## config.mk

```make
export PLATFORM = sky130hd
export DESIGN_NAME = vclk_tap_divider
export DESIGN_NICKNAME = d
export VERILOG_FILES = /design/src/rtl/vclk_tap_pkg.sv /design/src/rtl/vclk_tap_ctrl.sv /design/src/rtl/vclk_tap_datapath.sv /design/src/rtl/vclk_tap_divider.sv
export SDC_FILE = /design/constraint.sdc
export NUM_CORES = 1
export LEC_CHECK = 0
export BUFFER_PORTS_ARGS = -buffer_cell sky130_fd_sc_hd__buf_2
export CORE_ASPECT_RATIO = 0.75
export CORE_MARGIN = 5
export CORE_UTILIZATION = 45
export CTS_BUF_LIST = sky130_fd_sc_hd__clkbuf_16
export CTS_CLUSTER_DIAMETER = 40
export DETAILED_ROUTE_END_ITERATION = 10
export PLACE_DENSITY = 0.68
export RECOVER_POWER = 50
export SLEW_MARGIN = 15
export SYNTH_ARGS = -nofsm -noshare
export SYNTH_HDL_FRONTEND = slang
export SYNTH_SLANG_ARGS = --single-unit
```

## constraint.sdc

```tcl
create_clock -name clk -period 5.1 [get_ports clk]
set_input_delay 1.53 -clock clk [delete_from_list [all_inputs] [get_ports clk]]
set_output_delay 1.53 -clock clk [all_outputs]
set_load 0.02 [all_outputs]
```

## src/rtl/vclk_tap_pkg.sv

```systemverilog
package vclk_tap_pkg;

  localparam int RATIO_W   = 8;
  localparam int SEL_W     = 4;
  localparam int SRC_W     = 3;
  localparam int NUM_TAPS  = 5;
  localparam int NUM_CONS  = 4;
  localparam int DATA_W    = 32;
  localparam int ADDR_W    = 2;
  localparam int NUM_REGS  = 1 << ADDR_W;
  localparam int NUM_SRC   = 1 << SRC_W;
  localparam int MAX_PER   = 12;
  localparam int PH_W      = $clog2(MAX_PER);
  localparam int TAP_IDX_W = $clog2(NUM_TAPS);

  // register addresses
  localparam int REG_DIV  = 0;
  localparam int REG_CTRL = 1;
  localparam int REG_GATE = 2;
  localparam int REG_TX   = 3;

  // field positions
  localparam int DIV_EN_BIT    = 16;
  localparam int DIV_RST_BIT   = 17;
  localparam int INTL_SEL_LSB  = 28;
  localparam int PROG_SEL_LSB  = 24;
  localparam int SOFT_RST_BIT  = 15;
  localparam int SRC_SEL_LSB   = 16;
  localparam int MASTER_EN_BIT = 19;
  localparam int TX_SEL_LSB    = 16;
  localparam int DAC_SEL_LSB   = 20;
  localparam int GATE_INTL_BIT = 0;
  localparam int GATE_PROG_BIT = 2;
  localparam int GATE_DAC_BIT  = 4;
  localparam int GATE_TX_BIT   = 5;

  // consumer indices
  localparam int CONS_INTL = 0;
  localparam int CONS_PROG = 1;
  localparam int CONS_DAC  = 2;
  localparam int CONS_TX   = 3;

  function automatic int tapPeriod(input int idx);
    case (idx)
      0:       return 1;
      1:       return 2;
      2:       return 4;
      3:       return 6;
      default: return 12;
    endcase
  endfunction

  typedef struct packed {
    logic [RATIO_W-1:0]                ratio;
    logic                              divRun;
    logic                              divClear;
    logic                              phaseClear;
    logic                              masterEn;
    logic [SRC_W-1:0]                  srcSel;
    logic [NUM_TAPS-1:0]               tapGate;
    logic [NUM_CONS-1:0]               consGate;
    logic [NUM_CONS-1:0][SEL_W-1:0]    consSel;
  } cfg_t;

endpackage

```

## src/rtl/vclk_tap_ctrl.sv

```systemverilog
module vclk_tap_ctrl
  import vclk_tap_pkg::*;
(
  input  logic              clk,
  input  logic              rstN,
  input  logic              wrEn,
  input  logic [ADDR_W-1:0] wrAddr,
  input  logic [DATA_W-1:0] wrMask,
  input  logic [DATA_W-1:0] wrData,
  output cfg_t              cfg
);

  logic [DATA_W-1:0] regs [NUM_REGS];

  for (genvar r = 0; r < NUM_REGS; r++) begin : g_reg
    always_ff @(posedge clk or negedge rstN) begin
      if (!rstN) begin
        regs[r] <= '0;
      end else if (wrEn && (wrAddr == ADDR_W'(r))) begin
        regs[r] <= (regs[r] & ~wrMask) | (wrData & wrMask);
      end
    end
  end

  always_comb begin
    cfg = '0;
    cfg.ratio      = regs[REG_DIV][RATIO_W-1:0];
    cfg.divClear   = regs[REG_DIV][DIV_RST_BIT];
    cfg.divRun     = regs[REG_DIV][DIV_EN_BIT] & ~regs[REG_DIV][DIV_RST_BIT];
    cfg.phaseClear = regs[REG_CTRL][SOFT_RST_BIT];
    cfg.masterEn   = regs[REG_CTRL][MASTER_EN_BIT];
    cfg.srcSel     = regs[REG_CTRL][SRC_SEL_LSB +: SRC_W];
    cfg.tapGate    = regs[REG_CTRL][NUM_TAPS-1:0];
    cfg.consGate[CONS_INTL] = regs[REG_GATE][GATE_INTL_BIT];
    cfg.consGate[CONS_PROG] = regs[REG_GATE][GATE_PROG_BIT];
    cfg.consGate[CONS_DAC]  = regs[REG_GATE][GATE_DAC_BIT];
    cfg.consGate[CONS_TX]   = regs[REG_GATE][GATE_TX_BIT];
    cfg.consSel[CONS_INTL]  = regs[REG_DIV][INTL_SEL_LSB +: SEL_W];
    cfg.consSel[CONS_PROG]  = regs[REG_DIV][PROG_SEL_LSB +: SEL_W];
    cfg.consSel[CONS_DAC]   = regs[REG_TX][DAC_SEL_LSB +: SEL_W];
    cfg.consSel[CONS_TX]    = regs[REG_TX][TX_SEL_LSB +: SEL_W];
  end

endmodule

```

## src/rtl/vclk_tap_datapath.sv

```systemverilog
module vclk_tap_datapath
  import vclk_tap_pkg::*;
(
  input  logic               clk,
  input  logic               rstN,
  input  cfg_t               cfg,
  input  logic [NUM_SRC-1:0] srcEn,
  output logic [NUM_CONS-1:0] consPulse
);

  logic [RATIO_W-1:0]  mainCnt;
  logic                srcHit;
  logic                mainTick;
  logic [NUM_TAPS-1:0] tapFire;
  logic [NUM_TAPS-1:0] tapLive;

  assign srcHit   = srcEn[cfg.srcSel];
  assign mainTick = cfg.divRun && srcHit && (mainCnt >= cfg.ratio);

  always_ff @(posedge clk or negedge rstN) begin
    if (!rstN) begin
      mainCnt <= '0;
    end else if (cfg.divClear) begin
      mainCnt <= '0;
    end else if (cfg.divRun && srcHit) begin
      mainCnt <= (mainCnt >= cfg.ratio) ? '0 : mainCnt + 1'b1;
    end
  end

  for (genvar t = 0; t < NUM_TAPS; t++) begin : g_tap
    localparam int PER = tapPeriod(t);
    if (PER == 1) begin : g_direct
      assign tapFire[t] = mainTick;
    end else begin : g_count
      logic [PH_W-1:0] phase;
      always_ff @(posedge clk or negedge rstN) begin
        if (!rstN) begin
          phase <= '0;
        end else if (cfg.phaseClear) begin
          phase <= '0;
        end else if (mainTick) begin
          phase <= (phase == PH_W'(PER - 1)) ? '0 : phase + 1'b1;
        end
      end
      assign tapFire[t] = mainTick && !cfg.phaseClear && (phase == PH_W'(PER - 1));
    end
  end

  assign tapLive = tapFire & cfg.tapGate & {NUM_TAPS{cfg.masterEn}};

  for (genvar c = 0; c < NUM_CONS; c++) begin : g_cons
    logic [SEL_W-1:0] sel;
    logic             pick;
    assign sel  = cfg.consSel[c];
    assign pick = (sel < SEL_W'(NUM_TAPS)) ? tapLive[sel[TAP_IDX_W-1:0]] : 1'b0;
    always_ff @(posedge clk or negedge rstN) begin
      if (!rstN) begin
        consPulse[c] <= 1'b0;
      end else begin
        consPulse[c] <= pick && cfg.consGate[c];
      end
    end
  end

endmodule

```

## src/rtl/vclk_tap_divider.sv

```systemverilog
module vclk_tap_divider
  import vclk_tap_pkg::*;
(
  input  logic               clk,
  input  logic               rstN,
  input  logic [NUM_SRC-1:0] srcEn,
  input  logic               wrEn,
  input  logic [ADDR_W-1:0]  wrAddr,
  input  logic [DATA_W-1:0]  wrMask,
  input  logic [DATA_W-1:0]  wrData,
  output logic               intlClkEn,
  output logic               progClkEn,
  output logic               dacClkEn,
  output logic               txClkEn
);

  cfg_t                cfg;
  logic [NUM_CONS-1:0] consPulse;

  vclk_tap_ctrl u_ctrl (
    .clk    (clk),
    .rstN   (rstN),
    .wrEn   (wrEn),
    .wrAddr (wrAddr),
    .wrMask (wrMask),
    .wrData (wrData),
    .cfg    (cfg)
  );

  vclk_tap_datapath u_dp (
    .clk       (clk),
    .rstN      (rstN),
    .cfg       (cfg),
    .srcEn     (srcEn),
    .consPulse (consPulse)
  );

  assign intlClkEn = consPulse[CONS_INTL];
  assign progClkEn = consPulse[CONS_PROG];
  assign dacClkEn  = consPulse[CONS_DAC];
  assign txClkEn   = consPulse[CONS_TX];

endmodule

```

==> results_dict.tcl <==
set metrics [dict create \
    antenna_found_initial 0 \
    avgRoutedWirePerCell_um 16.7 \
    leakagePower_uw 0.00199 \
    final_nets 519 \
    multi_input_area_um2 1870 \
    rsz0062_at_grt "false" \
    critPathLaunchType "input port" \
    max-slew-margin-rel -0.324 \
    fillers 714 \
    p_per_area_nw_per_um2 381 \
    skew_ps 7.61 \
    vias_per_cell 5.70 \
    postCtsHoldBufs 0 \
    p_int_uw 1200 \
    antenna_left 0 \
    worstPathMaxFanout 36 \
    ios 81 \
    dieArea_um2 10200 \
    max_freq_ghz 0.289 \
    ir_drop_mv 0.277 \
    place_ws_ps 1790 \
    ys_seq_area_frac 0.456 \
    place.gp.congestion 0.824 \
    slew_violations 37 \
    avgSynthCellArea_um2 10.4 \
    swShare 0.292 \
    fin_crit_sh 0.679 \
    worst_pin_slew_ps 1990 \
    grt_pass1_wl_um 15100 \
    grt_max_degree 37 \
    chipHeight_um 88.8 \
    worst_slack_ps 1640 \
    regArea_um2 1700 \
    synth_fp_nets 451 \
    failed_checks "capacitance limit, slew limit" \
    worst_path_dominant_cell_family "buffers and inverters" \
    critPathArrivalTime_ps 3820 \
    crit_chain "clkbuf_1 > clkbuf_2" \
    synth_area_um2 3730 \
    synth_top_area_frac 0.456 \
    area_delta_synth_final_pct 19.1 \
    synth_edf_count 0 \
    cts_buffers 9 \
    diodes 0 \
    synth_warnings 0 \
    h-tree-depth 3 \
    period_needed_ps 3460 \
    start_util 0.467 \
    async_reset_ff_frac 1.00 \
    clock_power_share 0.393 \
    synth_cell_types 58 \
    combinationalPowerShare 0.185 \
    wl_um 8970 \
    hold_path.class "flip-flop to flip-flop" \
    synth-seq-cells 68 \
    syn_inst 359 \
    cts_resized 0 \
    finalHoldViolCount 0 \
    fin_cells 537 \
    insertion_delay_ps 340 \
    criticalPathCategory "input port to asynchronous set/reset pin" \
    setup_viol 0 \
    core_area_um2 7990 \
    drive_gt1_frac 0.308 \
    tns_ps 0 \
    synth_area_leader_cell "dfrtp_1" \
    root_buffer "clkbuf_16" \
    ys.flop_type "dfrtp_1" \
    port_buffers 66 \
    mostFrequentLayoutCells "dfrtp_1 (68), buf_2 (60), nand2_1 (43), mux2_2 (32), inv_1 (21)" \
    cts_tree "done" \
    finalInstanceArea_um2 4440 \
    end_kind "asynchronous set/reset pin" \
    cts.sinks 68 \
    groute.usage.overall 0.193 \
    cts_setup_buffers 0 \
    fp.dieW_um 115 \
    seqPwrFrac 0.422 \
    place_inst 521 \
    layout_commonest_cell "dfrtp_1" \
    dr.pass1.iters 4 \
    cts.clk_slew.worst_paths_ps 60 \
    post-route-drc-count 0 \
    cpMaxStageDelayCell "clkbuf_1" \
    power_switching_uw 493 \
    vias 3060 \
    outcome "complete, but fails checks" \
    drtIter0Drc 163 \
    hpwl_um 6560 \
    grt_pass1_vias 3149 \
    grt_overflow 0 \
    required_ps 5460 \
    drv_cap 1 \
    row_count 28 \
    clock_path_buffers 2 \
    post_dp_cell_area_um2 4140 \
    synth.top_cells.by_area "dfrtp_1 (46%), mux2_2 (9.7%), ha_1 (5.0%), nand2_1 (4.3%), a21oi_1 (2.3%)" \
    cp_slowest_stage_delay_ps 1400 \
    critPathBufInv 2 \
]
## power groups by stage
stage               Sequential, µW  Clock (µW)  Combinational [µW]
global placement               717           0                 302
finish                         714         664                 313
CTS                            713         675                 317
floorplan                      680           0                 251
detailed placement             722           0                 313
global route                   728         698                 352
## kinds of logic (layout without fill, tap and decap cells)
| logic type | count (synthesis) | in the layout | synth area share |
|---|---|---|---|
| AOI/OAI and AO/OA | 74 | 74 | 0.154 |
| xor gates and xnor gates | 1 | 1 | 0.00235 |
| adders and majority gates | 15 | 15 | 0.0503 |
| buffers and inverters | 33 | 106 | 0.0419 |
| DFF | 68 | 68 | 0.456 |
| muxes | 36 | 36 | 0.109 |
| and+or+nand+nor | 132 | 132 | 0.187 |
## layer usage
metal	GRT usage	routed length [µm]	up-vias
met1	0.259	4050	1476
met5	0	0	-
met4	0.0725	149	0
met2	0.299	4090	99
li1	-	-	1471
met3	0.0547	683	14
## cell usage after synthesis, types with 3 or more instances
| master | count |
|---|---|
| dfrtp_1 | 68 |
| nand2_1 | 43 |
| mux2_2 | 32 |
| inv_1 | 21 |
| nor2_1 | 20 |
| a21oi_1 | 17 |
| ha_1 | 15 |
| nand3_1 | 14 |
| or4_1 | 10 |
| a31o_2 | 9 |
| nor4_1 | 7 |
| clkbuf_1 | 5 |
| nand4_1 | 5 |
| nor2b_1 | 5 |
| nor3_1 | 5 |
| nor3b_1 | 5 |
| o21ai_0 | 5 |
| a2111oi_0 | 4 |
| a311o_1 | 4 |
| buf_6 | 4 |
| o31ai_1 | 4 |
| a21o_1 | 3 |
| a221o_1 | 3 |
| a311oi_2 | 3 |
| a31o_1 | 3 |
| mux2i_1 | 3 |
| or3_1 | 3 |
## final timing paths
kind / start / end / slack [ps] / cells after the start
worst max-delay path: rstN / u_dp.mainCnt[0]$_DFFE_PN0P_ / 1640 / 2
worst max register to register: u_dp.mainCnt[3]$_DFFE_PN0P_ / u_dp.g_tap[4].g_count.phase[2]$_DFFE_PN0P_ / 2610 / 6
min in group asynchronous: rstN / u_dp.g_tap[2].g_count.phase[0]$_DFFE_PN0P_ / 1750 / 1
max in group clk: srcEn[0] / u_dp.mainCnt[2]$_DFFE_PN0P_ / 2140 / 6
worst min register to register: flip-flop / flip-flop / 520 / 1
worst min-delay path: flip-flop / flip-flop / 520 / 1
## per-stage QoR
step                hold WS (ps)  total power [µW]   util
global route                 529              1780  0.556
finish                       516              1690  0.556
global placement             491              1020  0.518
floorplan                    464               931      -
CTS                          518              1700  0.557
detailed placement           505              1030  0.518
## final cells by class
type | instances | area share
Clock buffer | 9 | 0.0507
Clock inverter | 7 | 0.0206
Inverter | 21 | 0.0177
Multi-Input combinational cell | 258 | 0.421
Sequential cell | 68 | 0.383
Tap cell | 105 | 0.0296
Timing Repair Buffer | 69 | 0.0772
(Power assumes the default switching activity.)
